$ cat config.mk
export PLATFORM = sky130hd
export DESIGN_NAME = ep_buf_alloc
export DESIGN_NICKNAME = d
export VERILOG_FILES = /design/src/rtl/ep_alloc_pkg.sv /design/src/rtl/ep_cfg_stage.sv /design/src/rtl/ep_layout.sv /design/src/rtl/ep_flag_track.sv /design/src/rtl/ep_buf_alloc.sv
export SDC_FILE = /design/constraint.sdc
export NUM_CORES = 2
export LEC_CHECK = 0
export BUFFER_PORTS_ARGS = -buffer_cell sky130_fd_sc_hd__buf_2
export CORE_MARGIN = 1.5
export CORE_UTILIZATION = 40
export CTS_BUF_LIST = sky130_fd_sc_hd__clkbuf_8 sky130_fd_sc_hd__clkbuf_16
export DETAILED_ROUTE_END_ITERATION = 6
export GPL_ROUTABILITY_DRIVEN = 0
export PLACE_DENSITY = 0.66
export SYNTH_ARGS = -nofsm -noshare
export SYNTH_HDL_FRONTEND = slang
export SYNTH_SLANG_ARGS = --single-unit
$ cat constraint.sdc
create_clock -name clk -period 42.2 [get_ports clk]
set_input_delay 6.33 -clock clk [delete_from_list [all_inputs] [get_ports clk]]
set_output_delay 6.33 -clock clk [all_outputs]
set_load 0.01 [all_outputs]
$ cat src/rtl/ep_alloc_pkg.sv
package ep_alloc_pkg;
    localparam int NUM_EP     = 16;
    localparam int NUM_CTRL   = 2;
    localparam int MEM_BYTES  = 8192;
    localparam int CTRL_BYTES = 64;
    localparam int SIZE_W     = 11;
    localparam int TYPE_W     = 2;

    localparam int EP_W   = $clog2(NUM_EP);
    localparam int ADDR_W = $clog2(MEM_BYTES);
    localparam int RSZ_W  = SIZE_W + 1;
    localparam int SUM_W  = RSZ_W + 1 + EP_W;

    typedef struct packed {
        logic              en;
        logic              dbl;
        logic [TYPE_W-1:0] typ;
        logic [SIZE_W-1:0] size;
    } ep_cfg_t;

    typedef struct packed {
        logic [ADDR_W-1:0] base;
        logic [RSZ_W-1:0]  rsz;
        logic              en;
        logic              dbl;
        logic [TYPE_W-1:0] typ;
    } ep_lay_t;

    typedef struct packed {
        ep_lay_t [NUM_EP-1:0] ep;
        logic                 err;
    } lay_t;

    typedef struct packed {
        logic [1:0] full;
        logic       wr;
        logic       rd;
    } ep_flag_t;
endpackage

$ cat src/rtl/ep_cfg_stage.sv
module ep_cfg_stage
    import ep_alloc_pkg::*;
(
    input  logic                  clk,
    input  logic                  rst_n,
    input  logic                  cfg_we,
    input  logic [EP_W-1:0]       cfg_ep,
    input  ep_cfg_t               cfg_word,
    output ep_cfg_t [NUM_EP-1:0]  stage_q
);
    ep_cfg_t [NUM_EP-1:0] stage_d;

    always_comb begin
        stage_d = stage_q;
        if (cfg_we && (cfg_ep >= EP_W'(NUM_CTRL))) begin
            stage_d[cfg_ep] = cfg_word;
        end
    end

    always_ff @(posedge clk) begin
        if (!rst_n) stage_q <= '0;
        else        stage_q <= stage_d;
    end
endmodule

$ cat src/rtl/ep_layout.sv
module ep_layout
    import ep_alloc_pkg::*;
(
    input  logic                  clk,
    input  logic                  rst_n,
    input  logic                  commit,
    input  ep_cfg_t [NUM_EP-1:0]  stage,
    output lay_t                  lay_q
);
    lay_t calc;
    lay_t lay_d;

    always_comb begin
        logic [SUM_W-1:0] acc;
        logic [RSZ_W-1:0] r;
        acc  = '0;
        calc = '0;
        for (int i = 0; i < NUM_EP; i++) begin
            if (i < NUM_CTRL) begin
                r = RSZ_W'(CTRL_BYTES);
                calc.ep[i].en  = 1'b1;
                calc.ep[i].dbl = 1'b0;
                calc.ep[i].typ = '0;
            end else begin
                r = ({1'b0, stage[i].size} + RSZ_W'(3)) & ~RSZ_W'(3);
                calc.ep[i].en  = stage[i].en;
                calc.ep[i].dbl = stage[i].dbl;
                calc.ep[i].typ = stage[i].typ;
            end
            calc.ep[i].rsz  = r;
            calc.ep[i].base = acc[ADDR_W-1:0];
            if (calc.ep[i].en) begin
                acc = acc + SUM_W'(r) + (calc.ep[i].dbl ? SUM_W'(r) : '0);
            end
        end
        calc.err = (acc > SUM_W'(MEM_BYTES));
    end

    always_comb begin
        lay_d = commit ? calc : lay_q;
    end

    always_ff @(posedge clk) begin
        if (!rst_n) lay_q <= '0;
        else        lay_q <= lay_d;
    end

    // after any commit the first control endpoint sits at offset 0
    p_ctrl_first_r2: assert property (@(posedge clk) disable iff (!rst_n)
        commit |=> (lay_q.ep[0].base == '0) && lay_q.ep[0].en);
endmodule

$ cat src/rtl/ep_flag_track.sv
module ep_flag_track
    import ep_alloc_pkg::*;
(
    input  logic            clk,
    input  logic            rst_n,
    input  logic            commit,
    input  lay_t            lay,
    input  logic [EP_W-1:0] usb_ep,
    input  logic            usb_done,
    input  logic [EP_W-1:0] cpu_ep,
    input  logic            cpu_done,
    output logic            usb_half,
    output logic            cpu_half,
    output logic            usb_ready,
    output logic            cpu_avail
);
    ep_flag_t [NUM_EP-1:0] fl_d, fl_q;

    always_comb begin
        usb_half  = fl_q[usb_ep].wr;
        cpu_half  = fl_q[cpu_ep].rd;
        usb_ready = lay.ep[usb_ep].en && !lay.err && !fl_q[usb_ep].full[usb_half];
        cpu_avail = lay.ep[cpu_ep].en && !lay.err &&  fl_q[cpu_ep].full[cpu_half];

        fl_d = fl_q;
        if (commit) begin
            fl_d = '0;
        end else begin
            if (usb_done && usb_ready) begin
                fl_d[usb_ep].full[usb_half] = 1'b1;
                if (lay.ep[usb_ep].dbl) fl_d[usb_ep].wr = ~usb_half;
            end
            if (cpu_done && cpu_avail) begin
                fl_d[cpu_ep].full[cpu_half] = 1'b0;
                if (lay.ep[cpu_ep].dbl) fl_d[cpu_ep].rd = ~cpu_half;
            end
        end
    end

    always_ff @(posedge clk) begin
        if (!rst_n) fl_q <= '0;
        else        fl_q <= fl_d;
    end

    // a refused fill with no drain and no commit leaves every flag as it was
    p_ignore_r9: assert property (@(posedge clk) disable iff (!rst_n)
        (usb_done && !usb_ready && !cpu_done && !commit) |=> $stable(fl_q));

    // a single-buffered fill makes the same endpoint not ready next cycle
    p_single_fill_r6: assert property (@(posedge clk) disable iff (!rst_n)
        (usb_done && usb_ready && !lay.ep[usb_ep].dbl && !commit)
        |=> ($stable(usb_ep) -> !usb_ready));

    // a single-buffered drain leaves nothing to read next cycle
    p_single_drain_r8: assert property (@(posedge clk) disable iff (!rst_n)
        (cpu_done && cpu_avail && !lay.ep[cpu_ep].dbl && !commit)
        |=> ($stable(cpu_ep) -> !cpu_avail));

    // a commit leaves no half full
    p_commit_clear_r10: assert property (@(posedge clk) disable iff (!rst_n)
        commit |=> !cpu_avail);
endmodule

$ cat src/rtl/ep_buf_alloc.sv
module ep_buf_alloc
    import ep_alloc_pkg::*;
(
    input  logic              clk,
    input  logic              rst_n,
    input  logic              cfg_we,
    input  logic [EP_W-1:0]   cfg_ep,
    input  logic              cfg_en,
    input  logic              cfg_dbl,
    input  logic [TYPE_W-1:0] cfg_type,
    input  logic [SIZE_W-1:0] cfg_size,
    input  logic              commit,
    input  logic [EP_W-1:0]   usb_ep,
    input  logic              usb_done,
    input  logic [EP_W-1:0]   cpu_ep,
    input  logic              cpu_done,
    output logic [ADDR_W-1:0] usb_ptr,
    output logic              usb_ready,
    output logic [TYPE_W-1:0] usb_type,
    output logic [ADDR_W-1:0] cpu_ptr,
    output logic              cpu_avail,
    output logic              alloc_err
);
    ep_cfg_t              cfg_word;
    ep_cfg_t [NUM_EP-1:0] stage;
    lay_t                 lay;
    logic                 usb_half, cpu_half;

    assign cfg_word = '{en: cfg_en, dbl: cfg_dbl, typ: cfg_type, size: cfg_size};

    ep_cfg_stage u_stage (
        .clk(clk), .rst_n(rst_n), .cfg_we(cfg_we), .cfg_ep(cfg_ep),
        .cfg_word(cfg_word), .stage_q(stage)
    );

    ep_layout u_layout (
        .clk(clk), .rst_n(rst_n), .commit(commit), .stage(stage), .lay_q(lay)
    );

    ep_flag_track u_track (
        .clk(clk), .rst_n(rst_n), .commit(commit), .lay(lay),
        .usb_ep(usb_ep), .usb_done(usb_done), .cpu_ep(cpu_ep), .cpu_done(cpu_done),
        .usb_half(usb_half), .cpu_half(cpu_half),
        .usb_ready(usb_ready), .cpu_avail(cpu_avail)
    );

    always_comb begin
        usb_ptr   = lay.ep[usb_ep].base + (usb_half ? ADDR_W'(lay.ep[usb_ep].rsz) : '0);
        cpu_ptr   = lay.ep[cpu_ep].base + (cpu_half ? ADDR_W'(lay.ep[cpu_ep].rsz) : '0);
        usb_type  = lay.ep[usb_ep].typ;
        alloc_err = lay.err;
    end

    // an accepted double-buffered fill moves the producer pointer
    p_dbl_ptr_r7: assert property (@(posedge clk) disable iff (!rst_n)
        (usb_done && usb_ready && lay.ep[usb_ep].dbl && (lay.ep[usb_ep].rsz != '0) && !commit)
        |=> ($stable(usb_ep) -> (usb_ptr != $past(usb_ptr))));
endmodule

==> results.md <==
* Outcome: finished clean
* First drt pass iteration count at 7
* Non-filler cells, final at 6293
* CTS HTree Levels at 3
* Routed vias at 38709
* Grt met1 use at between 30% and 40%
* Hold Crit Depth at 2
* HPWL Detailed at 113000 um
* Max-cap viol count at 0
* Post-CTS Resized at 0
* Fill cells at 10083
* Root Driver: clkbuf_16
* Syn Area/Cell at 8.46 um2
* Synth cell types at 95
* Sequential fraction of the synthesis area at 29.2%
* Comb pwr share at 12.0%
* Hold WC Path Type: flip-flop to flip-flop
* RSZ-0062 raised after global routing: false
* Hold_buf cts at 0
* WP data required at 42.71 ns
* Row count at approximately 120
* Met2 usage at 42.0%
* Mapped cell area at 42200 um2
* TritonCTS buffer count at 70
* Post-synth EDFFs at 0
* CTS tree: yes
* Critical path's most frequent cell: ha_1
* Number of setup violations in the final report at 0
* Worst-Margin Slew at around 1.2 ns
* Pint at ~1.0 mW
* Critical path type: flip-flop to flip-flop
* Pwr/cell area at 30.8 nW/um2
* Crit path launch: u_stage.stage_q[34]$_SDFFE_PN0P_
* Worst Hold Launch: u_stage.stage_q[185]$_SDFFE_PN0P_
* Core area at 104000 um2
* Setup TNS at 0 ns
* Crit Reg-Reg Startpoint: u_stage.stage_q[34]$_SDFFE_PN0P_
* Worst setup SP type: flip-flop
* Synth warn at 0
* Initial DRC count at around 4800
* Share of cells above drive strength 1 at 10.5%
* CP max-delay cell: nor3_1
* PortBufs at 59
* GRT Max-Usage Layer: met2
* Multi-input logic area at 28100 um2
* Fin crit share at around 53%
* Reg2reg path depth at approximately 90
* Yosys reg bits at between 600 and 700
* Min-Delay Endpoint: u_stage.stage_q[185]$_SDFFE_PN0P_
* Antenna Nets Post-Route at 0
* Fin. Hold Viols at 0
* Register-to-Register Setup Slack at between 15 and 20 ns
* Peak Freq at 0.0443 GHz
* Post-CTS Setup Repair Bufs at 0
* Total GRT Usage at 27.8%
* Clock share of power at roughly 45%
* WL/cell at 24.3 um
* Initial Util at about 41%
* Worst path max stage delay at about 0.63 ns
* DRC viols at 0
* Clock Sinks at 615
* Final Net Count at 5192
* Kind of end point of the critical path: flip-flop
* P_sw at 389 uW
* Sw frac at 27.6%
* First-pass GRT wire length at 227000 um
* Die ar. at between 100000 and 150000 um2
* Final wirelength at between 150000 and 200000 um
* Initial antenna violation count at 9
* Reg area at 12300 um2
* Worst-skew pair later-pin latency at between 0.6 and 0.7 ns
* Post-synth ARST share at 0%
* Layout overhead on the synthesized area at 8.68%
* Met3 Use GR at 6.04%
* Reg2reg end: u_layout.lay_q[0]$_SDFFE_PN0P_
* Crit path arrival time at 23.07 ns
* Critical Path Fanout Max at 10
* Total gr overflow at 0
* CTS max path bufs at 3
* Pin count of the biggest net entering global routing at 138
* Vias in the first global route at 35214
* Fin crit period at about 23 ns
* Vias/cell at 6.15
* VDD IR max at 0.0461 mV
* Max-slew violation count at 0
* Post-Synthesis Cells at 4989
* Die Ht at 328 um
* Top Ports at 64
* Worst-path clk slew at 0.06 ns
* Leak pwr at 18.7 nW
* Clock skew at 0.0284 ns
* Ys flop type: dfxtp_1
* Die X at 328 um
* Placed cells at 6166
* Flop pwr share at 43.1%
* Slew headroom at 16.9%
per-layer routing:
layer / vias to the layer above / routed length, um
met3: 384 / 17100
met4: 8 / 8000
met1: 18647 / 62000
li1: 17635 / -
met2: 2035 / 65900
met5: - / 48
metrics by stage:
stage / util, % / setup WS [ns] / area, um2 / hold WS (ns) / power [mW]
2_1_floorplan: - / 23.34 / 42200 / 0.436 / 0.725
3_3_place_gp: 41.8 / 20.46 / 43500 / 0.442 / 0.783
3_5_place_dp: 41.8 / 20.39 / 43500 / 0.447 / 0.785
4_1_cts: 44.0 / 20.28 / 45800 / 0.455 / 1.41
5_1_grt: 44.0 / 18.55 / 45800 / 0.470 / 1.45
6_report: 44.1 / 19.64 / 45900 / 0.453 / 1.41
layout by cell type (no fill, tap or decap), types with 31 or more instances in the layout:
cell type / count
nor3_1: 150
clkbuf_16: 73
nand2b_1: 35
xor2_1: 80
dfxtp_1: 615
a21oi_1: 393
inv_1: 153
and3_1: 31
xnor2_1: 152
buf_4: 57
nor2b_1: 31
nor2_1: 720
mux4_2: 177
a21o_1: 65
a211oi_1: 179
o21ai_0: 98
mux2i_1: 235
mux2_2: 48
nand3_1: 54
o21a_1: 50
buf_2: 54
o21bai_1: 127
nand2_1: 593
a31oi_1: 33
ha_1: 286
power groups by stage:
stage          registers, mW  logic (mW)  clock network, mW
2_1_floorplan          0.614       0.111                  0
3_3_place_gp           0.619       0.163                  0
3_5_place_dp           0.620       0.165                  0
4_1_cts                0.607       0.165              0.637
5_1_grt                0.609       0.179              0.661
6_report               0.608       0.170              0.633
cell type report:
cell class | count | share of cell area, %
Inverter | 157 | 1.30
Timing Repair Buffer | 115 | 1.65
Clock inverter | 41 | 0.810
Tap cell | 1380 | 3.77
Multi-Input combinational cell | 3899 | 61.3
Clock buffer | 83 | 4.28
Sequential cell | 615 | 26.8
Antenna cell | 3 | 0.0164
how the worst max path moves through the flow:
| stage | endpoint | slack, ns |
|---|---|---|
| 3_5_place_dp | u_layout.lay_q[0]$_SDFFE_PN0P_ | 20.39 |
| 2_1_floorplan | u_layout.lay_q[0]$_SDFFE_PN0P_ | 23.34 |
| 5_1_grt | u_layout.lay_q[0]$_SDFFE_PN0P_ | 18.55 |
| 3_3_place_gp | u_layout.lay_q[0]$_SDFFE_PN0P_ | 20.46 |
| 6_report | u_layout.lay_q[0]$_SDFFE_PN0P_ | 19.64 |
| 4_1_cts | u_layout.lay_q[0]$_SDFFE_PN0P_ | 20.28 |
flip-flops by register name, indices dropped and copies added, names as in the netlist:
signal	flops
u_stage.stage_q	210
u_layout.lay_q	341
u_track.fl_q	64
cell usage after synthesis (all sizes together) (7+ instances only):
cell type	n	share of area [%]
a311oi	11	0.23
o31ai	25	0.44
o21ai	110	1.3
o21bai	127	2.3
a221oi	25	0.53
nand2b	35	0.52
nor2	723	6.4
inv	140	1.2
fa	15	0.71
mux2	55	1.5
buf	50	0.49
dfxtp	615	29
a21o	65	1.2
mux4	177	9.4
o211ai	12	0.23
nand2	594	5.3
and2	24	0.36
a31o	12	0.25
or4	8	0.14
nor2b	32	0.47
a21oi	393	4.7
a31oi	33	0.49
clkinv	17	0.15
ha	286	8.5
nand3	54	0.64
nor3b	10	0.18
xor2	80	1.7
o2111ai	8	0.17
xnor2	155	3.3
clkbuf	271	2.4
and3	31	0.46
o22ai	9	0.13
o21a	51	0.91
or3	14	0.21
a211oi	179	3.2
nor3	155	1.9
nor4	10	0.16
o311ai	7	0.15
or2	15	0.22
a222oi	22	0.52
mux2i	235	5.6
o211a	7	0.17
logic make-up after synthesis:
kind of cell	synth area share (%)
fa+ha+maj	9.22
mux	16.5
xor+xnor	5.20
flops	29.2
simple gates	17.2
other cells	0.00889
compound gates	18.3
buf+inv	4.30
critical path, delay by kind of cell, from the launching register on:
| kind | cells | cell delay, ns |
|---|---|---|
| AO/OA/AOI/OAI | 24 | 5.73 |
| XOR/XNOR | 10 | 2.12 |
| buffers and inverters | 4 | 0.44 |
| AND/OR/NAND/NOR | 19 | 3.72 |
| adder cells (fa/ha/maj) | 27 | 8.92 |
| flip-flops | 1 | 0.44 |
| multiplexers | 4 | 1.01 |
Note: power is estimated with default switching activity, not from simulation.
